<file path="src/rtl/sram_ctrl_pkg.sv">
package sram_ctrl_pkg;

   typedef enum logic [2:0] {
      PH_IDLE  = 3'd0,
      PH_READ  = 3'd1,
      PH_TURN  = 3'd2,
      PH_WSET  = 3'd3,
      PH_WPUL  = 3'd4,
      PH_WREC  = 3'd5
   } phase_e;

   function automatic int unsigned max2(input int unsigned a, input int unsigned b);
      return (a > b) ? a : b;
   endfunction

   // ceiling of ns / period, floor of one cycle
   function automatic int unsigned ns2cyc(input int unsigned ns, input int unsigned per);
      int unsigned c;
      c = (per == 0) ? 1 : (ns + per - 1) / per;
      return (c == 0) ? 1 : c;
   endfunction

   // grade 0: 55 ns bin, grade 1: 70 ns bin
   function automatic int unsigned t_read_ns(input int unsigned g);
      int unsigned trc, taa;
      trc = (g == 1) ? 70 : 55;
      taa = (g == 1) ? 70 : 55;
      return max2(trc, taa);
   endfunction

   function automatic int unsigned t_write_ns(input int unsigned g);
      int unsigned twp, taw, tcw;
      twp = (g == 1) ? 50 : 40;
      taw = (g == 1) ? 60 : 45;
      tcw = (g == 1) ? 60 : 45;
      return max2(twp, max2(taw, tcw));
   endfunction

   function automatic int unsigned t_release_ns(input int unsigned g);
      return (g == 1) ? 25 : 20;
   endfunction

   function automatic int unsigned t_dsetup_ns(input int unsigned g);
      return (g == 1) ? 25 : 20;
   endfunction

endpackage

</file>
<file path="src/rtl/sram_phase_timer.sv">
module sram_phase_timer #(
   parameter int unsigned CW = 4
) (
   input  logic          clk,
   input  logic          rst_n,
   input  logic          load,
   input  logic [CW-1:0] load_val,
   output logic          done
);
   logic [CW-1:0] cnt;

   always_ff @(posedge clk or negedge rst_n) begin
      if (!rst_n)               cnt <= '0;
      else if (load)            cnt <= load_val;
      else if (cnt != '0)       cnt <= cnt - 1'b1;
   end

   assign done = (cnt == '0);
endmodule

</file>
<file path="src/rtl/sram_strobe_decode.sv">
module sram_strobe_decode
   import sram_ctrl_pkg::*;
(
   input  phase_e ph,
   output logic   sel_n,
   output logic   sel,
   output logic   oe_n,
   output logic   we_n,
   output logic   dq_oe
);
   logic active;

   always_comb begin
      active = (ph == PH_READ) || (ph == PH_WSET) || (ph == PH_WPUL) || (ph == PH_WREC);
      sel_n  = !active;
      sel    = active;
      oe_n   = (ph != PH_READ);
      we_n   = (ph != PH_WPUL);
      dq_oe  = (ph == PH_WPUL);
   end
endmodule

</file>
<file path="src/rtl/sram_async_ctrl.sv">
module sram_async_ctrl
   import sram_ctrl_pkg::*;
#(
   parameter int unsigned CLK_PERIOD_NS = 4,
   parameter int unsigned SPEED_GRADE   = 0,
   parameter int unsigned ADDR_W        = 17,
   parameter int unsigned DATA_W        = 8
) (
   input  logic              clk,
   input  logic              rst_n,
   input  logic              req_valid,
   input  logic              req_write,
   input  logic [ADDR_W-1:0] req_addr,
   input  logic [DATA_W-1:0] req_wdata,
   output logic              req_ready,
   output logic              ack,
   output logic [DATA_W-1:0] rd_data,
   output logic [ADDR_W-1:0] mem_addr,
   output logic              mem_sel_n,
   output logic              mem_sel,
   output logic              mem_oe_n,
   output logic              mem_we_n,
   output logic [DATA_W-1:0] mem_dq_out,
   output logic              mem_dq_oe,
   input  logic [DATA_W-1:0] mem_dq_in
);
   localparam int unsigned RD_CYC = ns2cyc(t_read_ns(SPEED_GRADE), CLK_PERIOD_NS);
   localparam int unsigned WR_CYC = ns2cyc(t_write_ns(SPEED_GRADE), CLK_PERIOD_NS);
   localparam int unsigned HZ_CYC = ns2cyc(t_release_ns(SPEED_GRADE), CLK_PERIOD_NS);
   localparam int unsigned MX_CYC = max2(RD_CYC, max2(WR_CYC, HZ_CYC));
   localparam int unsigned CW     = $clog2(MX_CYC + 1);

   // R10 elaboration checks
   generate
      if (CLK_PERIOD_NS == 0) begin : g_bad_period
         $error("sram_async_ctrl: CLK_PERIOD_NS must be nonzero");
      end
      if (SPEED_GRADE > 1) begin : g_bad_grade
         $error("sram_async_ctrl: SPEED_GRADE must be 0 or 1");
      end
      if (t_dsetup_ns(SPEED_GRADE) > t_write_ns(SPEED_GRADE)) begin : g_bad_setup
         $error("sram_async_ctrl: data setup exceeds write pulse");
      end
      if (ADDR_W == 0 || DATA_W == 0) begin : g_bad_width
         $error("sram_async_ctrl: zero width");
      end
   endgenerate

   phase_e              ph, ph_nxt;
   logic                t_load, t_done;
   logic [CW-1:0]       t_val;
   logic [ADDR_W-1:0]   addr_q;
   logic [DATA_W-1:0]   wdata_q;
   logic [DATA_W-1:0]   rdata_q;
   logic                ack_q;
   logic                accept;
   logic                d_sel_n, d_sel, d_oe_n, d_we_n, d_dq_oe;

   assign accept = (ph == PH_IDLE) && req_valid;

   always_comb begin
      ph_nxt = ph;
      t_load = 1'b0;
      t_val  = '0;
      unique case (ph)
         PH_IDLE: if (req_valid) begin
            if (req_write) ph_nxt = PH_WSET;
            else begin
               ph_nxt = PH_READ;
               t_load = 1'b1;
               t_val  = CW'(RD_CYC - 1);
            end
         end
         PH_READ: if (t_done) begin
            ph_nxt = PH_TURN;
            t_load = 1'b1;
            t_val  = CW'(HZ_CYC - 1);
         end
         PH_TURN: if (t_done) ph_nxt = PH_IDLE;
         PH_WSET: begin
            ph_nxt = PH_WPUL;
            t_load = 1'b1;
            t_val  = CW'(WR_CYC - 1);
         end
         PH_WPUL: if (t_done) ph_nxt = PH_WREC;
         PH_WREC: ph_nxt = PH_IDLE;
         default: ph_nxt = PH_IDLE;
      endcase
   end

   sram_phase_timer #(.CW(CW)) u_timer (
      .clk      (clk),
      .rst_n    (rst_n),
      .load     (t_load),
      .load_val (t_val),
      .done     (t_done)
   );

   sram_strobe_decode u_dec (
      .ph    (ph_nxt),
      .sel_n (d_sel_n),
      .sel   (d_sel),
      .oe_n  (d_oe_n),
      .we_n  (d_we_n),
      .dq_oe (d_dq_oe)
   );

   always_ff @(posedge clk or negedge rst_n) begin
      if (!rst_n) begin
         ph        <= PH_IDLE;
         mem_sel_n <= 1'b1;
         mem_sel   <= 1'b0;
         mem_oe_n  <= 1'b1;
         mem_we_n  <= 1'b1;
         mem_dq_oe <= 1'b0;
         ack_q     <= 1'b0;
      end else begin
         ph        <= ph_nxt;
         mem_sel_n <= d_sel_n;
         mem_sel   <= d_sel;
         mem_oe_n  <= d_oe_n;
         mem_we_n  <= d_we_n;
         mem_dq_oe <= d_dq_oe;
         ack_q     <= ((ph == PH_READ) && t_done) || (ph == PH_WREC);
      end
   end

   always_ff @(posedge clk or negedge rst_n) begin
      if (!rst_n) begin
         addr_q  <= '0;
         wdata_q <= '0;
         rdata_q <= '0;
      end else begin
         if (accept) begin
            addr_q  <= req_addr;
            wdata_q <= req_wdata;
         end
         if ((ph == PH_READ) && t_done) rdata_q <= mem_dq_in;
      end
   end

   assign req_ready  = (ph == PH_IDLE);
   assign ack        = ack_q;
   assign rd_data    = rdata_q;
   assign mem_addr   = addr_q;
   assign mem_dq_out = wdata_q;
endmodule

</file>
<file path="config.mk">
export PLATFORM = sky130hd
export DESIGN_NAME = sram_async_ctrl
export DESIGN_NICKNAME = d
export VERILOG_FILES = /design/src/rtl/sram_ctrl_pkg.sv /design/src/rtl/sram_phase_timer.sv /design/src/rtl/sram_strobe_decode.sv /design/src/rtl/sram_async_ctrl.sv
export SDC_FILE = /design/constraint.sdc
export NUM_CORES = 1
export LEC_CHECK = 0
export ABC_AREA = 0
export BUFFER_PORTS_ARGS = -buffer_cell sky130_fd_sc_hd__buf_2
export CAP_MARGIN = 20
export CORE_MARGIN = 4
export CORE_UTILIZATION = 45
export CTS_CLUSTER_SIZE = 30
export DETAILED_ROUTE_END_ITERATION = 12
export GPL_TIMING_DRIVEN = 1
export PLACE_DENSITY_LB_ADDON = 0.25
export SYNTH_ARGS = -nofsm -noshare
export SYNTH_HDL_FRONTEND = slang
export SYNTH_SLANG_ARGS = --single-unit
</file>
<file path="constraint.sdc">
create_clock -name clk -period 4.64 [get_ports clk]
set_input_delay 0.464 -clock clk [delete_from_list [all_inputs] [get_ports clk]]
set_output_delay 0.464 -clock clk [all_outputs]
set_load 0.01 [all_outputs]
</file>
==> results.cfg, run 1 <==
[cts]
htree_num_levels = 2
clk_pin_slew_ps = 80
cts_buffers = 5
cts_tree = yes
clkLatencyLatePin_ps = 290
ctsLongestPathBuffers = 2
clockRootBuffer = clkbuf_8
cts_sinks = 46
cts_setup_buffers = 0

[final_layout]
layout-drive-gt1-share = 0.577
num_antenna_cells = 0
nFillCells = 327
design_area_sq_um = 2430
nets = 252
syn_to_final_growth_pct = 26.8
fin_util = 0.600

[route]
drt_pass1_iterations = 5
wl_per_cell_um = 14.5
via_per_inst = 5.11
remaining_drc_errors = 0
dr.first_iter.drc_count = 67
dr_total_vias = 1355
antenna_left = 0
wl_um = 3840

[logic_synthesis]
async_flop_share = 1.00
ys.flop_type = dfrtp_1
ys_types = 35
synth_edf_count = 0
syn_area_sq_um = 1920
ys_seq_area_frac = 0.601
yosysWarnings = 0
synth_area_per_cell_sq_um = 14.1
syn_inst = 136
synth_fp_nets = 174
synth_seq_cells = 46

[setup_path]
reg2reg_slack_ps = 2350
setup.worst_path.start_class = flop
cpMaxStageDelayCell = and2_1
worst-path-buf-inv = 0
worstPathCellList = nor3_2 > and2_1 > mux2_2
cp_top_family = simple AND/OR/NAND/NOR gates
critPathMaxFanout = 25
regToRegStartpoint = ph[0]
path_class = flop to flop
crit_arrival_ps = 2460
crit_required_ps = 4810
endpoint_kind = flop
slowest_delay_ps = 880
crit_start = ph[0]

[global_route]
gr-total-overflow = 0
antenna_found_initial = 0
grt_max_degree = 47
grt_first_pass_wirelength_um = 6260
first_global_vias = 1393
track_usage = 0.150

[timing]
period_share = 0.493
period_needed_ps = 2290
rsz0062_at_grt = false
finalSetupViolCount = 0
slew_viol_final = 0
relSlewSlack = 0.274
fmax_mhz = 437
finalSetupTns_ps = 0
tightest_slew_ps = 1090
hold_viol = 0
clock_skew_ps = 3.83

[pwr]
p_leak_nw = 1.18
power.density_nw_per_um2 = 676
ir_drop_uv = 217

[job]
drv_cap = 0

[hold_path]
hp-start = req_addr[6]
min_path_type = input pin to flop

[placed_design]
gp_congestion = 0.807
place_hpwl_um = 2900
io_buffers = 76
placed_area_sq_um = 2310

[floorplanning]
dieArea_sq_um = 5380
die_w_um = 73.3
io_pins = 77
start_util = 0.473
die_h_um = 73.3
coreArea_sq_um = 4060
rows = 23

[outcome]
status = complete, no violations
[routing by layer]
| layer | routed length (um) | track usage |
|---|---|---|
| met4 | 59 | 0.0604 |
| met1 | 1550 | 0.175 |
| met5 | 0 | 0 |
| met3 | 407 | 0.0657 |
| met2 | 1820 | 0.243 |
[timing repair]
item	in CTS	in global routing
gates resized for setup	0	0
endpoints found under the hold margin	0	3
hold buffers	0	1
[final timing paths]
| check | cells past startpoint | to |
|---|---|---|
| worst max register to register | 3 | mem_addr[2] |
| worst min register to register | 1 | mem_addr[9] |
| min in group asynchronous | 2 | mem_addr[11] |
| worst min-delay path | 2 | mem_addr[6] |
| max in group asynchronous | 3 | mem_oe_n |
| worst max-delay path | 3 | mem_addr[2] |
[area by class of cell]
type,instances,area (sq um),share of cell area
Inverter,4,15.0,0.00617
Sequential cell,46,1150,0.474
Clock inverter,1,5.00,0.00206
Timing Repair Buffer,78,410,0.169
Clock buffer,7,86.3,0.0355
Multi-Input combinational cell,79,701,0.288
Tap cell,50,62.6,0.0257
[placed cells by master (no fill, tap or decap)]
cell type	instances
clkinv_2	1
nand3_1	2
inv_1	4
and2_1	1
a31oi_1	1
dfstp_2	3
nor3_2	1
a2111oi_0	1
or3b_2	1
a41o_1	1
o21ai_0	2
a221o_1	1
nand4_4	1
clkbuf_1	1
clkbuf_8	6
and3_1	1
nor3b_1	1
o2111ai_1	1
nor2_1	4
nor3_1	3
nand2_1	6
nor4bb_1	1
mux2_2	33
o211ai_1	1
dfrtp_1	43
buf_2	76
dlygate4sd3_1	1
o211a_1	1
a21oi_1	4
nor4b_1	2
buf_12	1
ha_1	1
nor3b_4	1
nand3b_1	1
a21o_1	2
o21bai_1	1
nor2b_1	1
mux2i_1	2
[worst reg2reg max path: cells and delay by family (launching register included)]
family	cells	cell delay, ps
simple gates	2	1160
flops	1	580
mux	1	440
[synthesized netlist by cell type, types with 2 or more instances]
master | n | area share
buf_6 | 3 | 0.018
nor4b_1 | 2 | 0.0091
mux2i_1 | 2 | 0.010
mux2_2 | 33 | 0.19
nor2_1 | 4 | 0.0078
nand2_1 | 6 | 0.012
nand3_1 | 2 | 0.0052
a21o_1 | 2 | 0.0078
inv_1 | 4 | 0.0078
nor3_1 | 3 | 0.0078
o21ai_0 | 2 | 0.0052
dfrtp_1 | 43 | 0.56
clkbuf_1 | 3 | 0.0059
dfstp_2 | 3 | 0.041
a21oi_1 | 4 | 0.010
[sequential cells by signal, indices dropped and copies added, names as in the netlist]
register / count
ack: 1
mem_addr: 17
mem_dq_oe: 1
mem_dq_out: 8
mem_oe_n: 1
mem_sel: 1
mem_sel_n: 1
mem_we_n: 1
ph: 3
rd_data: 8
u_timer.cnt: 4
[per-stage QoR]
stage	power [mW]	hold slack [ps]	cells	setup WS [ps]
after floorplan	1.18	168	136	2990
after global placement	1.39	484	255	2480
after detailed placement	1.43	491	255	2330
after CTS	1.67	364	263	2330
after global routing	1.77	393	265	2260
final	1.65	402	265	2350
[kinds of logic (layout without fill, tap and decap cells)]
family,count (synthesis),after routing,share of synthesized area
compound gates,16,16,0.0593
fa+ha+maj,1,1,0.00651
flops,46,46,0.601
mux,35,35,0.204
buf+inv,11,90,0.0339
simple gates,27,27,0.0951
[where the power goes]
group / total, mW / switching, mW / internal, mW
combinational: 0.665 / 0.314 / 0.352
clock: 0.242 / 0.122 / 0.120
sequential: 0.739 / 0.134 / 0.605
total: 1.65 / 0.570 / 1.08
Note: power is estimated with default switching activity, not from simulation.
==> run 2, diff against run 1 <==
- CORE_UTILIZATION: 45 -> 43
- clock period: 4.64 -> 2.04 ns (I/O delays scaled with it)
==> run 2 against run 1 <==
Compared with the run above:
- global-route usage down 0.67 points
- sequential share of layout area is 0.60 points lower
- routed wire length rose by 0.83%
- count of clock-buffer cells in the layout grew 1
- critical path depth grew 3
- worst setup slack worse by 2100 ps
- register-to-register slack worse by 2100 ps
- largest power group unchanged
==> results.cfg, run 2 (synthesis gave the netlist of run 1 again) <==
[setup_path]
critPathMaxFanout = 6
crit_required_ps = 2200
endpoint_kind = flop
reg2reg_slack_ps = 290
crit_arrival_ps = 1920
path_class = flop to flop
setup.worst_path.start_class = flop

[placed_design]
gp_congestion = 0.797
place_inst = 262
place_hpwl_um = 3120
io_buffers = 76
pre_cts_slack_ps = 324

[floorplanning]
die_h_um = 74.8
start_util = 0.444
dieArea_sq_um = 5600
io_pins = 77
coreArea_sq_um = 4320
die_w_um = 74.8
rows = 24

[route]
dr.first_iter.drc_count = 62
wl_um = 3870
drt_pass1_iterations = 4
antenna_left = 0
remaining_drc_errors = 0
wl_per_cell_um = 14.3
via_per_inst = 5.08
dr_total_vias = 1378

[timing]
clock_skew_ps = 4.97
finalSetupTns_ps = 0
slew_viol_final = 0
period_share = 0.859
tightest_slew_ps = 446
hold_viol = 0
rsz0062_at_grt = false
fmax_mhz = 570
finalSetupViolCount = 0
whs_ps = 140
setup_slack_ps = 287
relSlewSlack = 0.698
period_needed_ps = 1750

[final_layout]
syn_to_final_growth_pct = 28.4
layout-drive-gt1-share = 0.580
nets = 256
regArea_sq_um = 1150
largest_reg_flops = 17
nFillCells = 372
num_antenna_cells = 0
multi_input_area_sq_um = 701
instances_no_fill = 271
final_common_cell = buf_2
layout_common_cells = buf_2, dfrtp_1, mux2_2, nand2_1, clkbuf_8

[global_route]
first_global_vias = 1366
antenna_found_initial = 0
gr-total-overflow = 0
grt_max_degree = 26
track_usage = 0.143
grt_first_pass_wirelength_um = 5970

[pwr]
power.density_nw_per_um2 = 1540
finalPower_mw = 3.79
ir_drop_uv = 643
p_leak_nw = 1.20

[cts]
clkLatencyLatePin_ps = 290
cts_tree = yes
ctsLongestPathBuffers = 2
cts_setup_buffers = 0
clk_pin_slew_ps = 80
cts_buffers = 5
htree_num_levels = 2
clockRootBuffer = clkbuf_8
cts_sinks = 46

[outcome]
status = complete, no violations

[job]
drv_cap = 0

[hold_path]
min_path_type = input pin to flop
## run 2: cell types whose count changed in the layout (fill, tap and decap cells not counted), sizes merged
cell,previous run,this run
buf,77,81
clkbuf,7,8
clkinv,1,0
## run 2: timing repair
item                                   4_1_cts  5_1_grt
hold buffers                                 1        0
endpoints found under the hold margin       16        0
gates resized for setup                      0        0
## run 2: area by class of cell
cell class	instances	area share
multi-input combinational	79	0.284
clock buffer	8	0.0365
sequential	46	0.468
tap	52	0.0264
inverter	4	0.00609
timing repair buffer	82	0.179
## run 2: report_power, final
group	internal [mW]	total [mW]	leakage, nW	switching [mW]
clock network	0.276	0.546	0.0455	0.270
registers	1.38	1.64	0.541	0.261
logic	0.838	1.61	0.612	0.772
total	2.49	3.79	1.20	1.30
## run 2: worst max-delay path: stages (launching register included)
cell       delay (ps)
dfrtp_1           410
inv_1              70
ha_1              230
nor3b_4           310
buf_4             190
nor2_1             40
a2111oi_0         360
## run 2: final timing paths
path                            cells past startpoint            to            from
worst max-delay path                                6         ph[0]  u_timer.cnt[0]
worst min-delay path                                2   mem_addr[0]     req_addr[0]
worst max register to register                      6         ph[0]  u_timer.cnt[0]
worst min register to register                      1    rd_data[6]      rd_data[6]
max in group asynchronous                           3      mem_we_n           rst_n
min in group asynchronous                           2  mem_addr[10]           rst_n
## run 2: layer usage
| layer | wire length (um) | vias to the layer above | GRT usage |
|---|---|---|---|
| met3 | 364 | 9 | 0.0427 |
| li1 | - | 655 | - |
| met2 | 1890 | 60 | 0.240 |
| met1 | 1520 | 654 | 0.162 |
| met4 | 93 | 0 | 0.0830 |
| met5 | 0 | - | 0 |
## run 2: stage by stage
stage | cell area, sq um | utilization
6_report | 2470 | 0.570
5_1_grt | 2470 | 0.570
4_1_cts | 2470 | 0.570
3_5_place_dp | 2370 | 0.547
3_3_place_gp | 2370 | 0.547
2_1_floorplan | 1920 | -
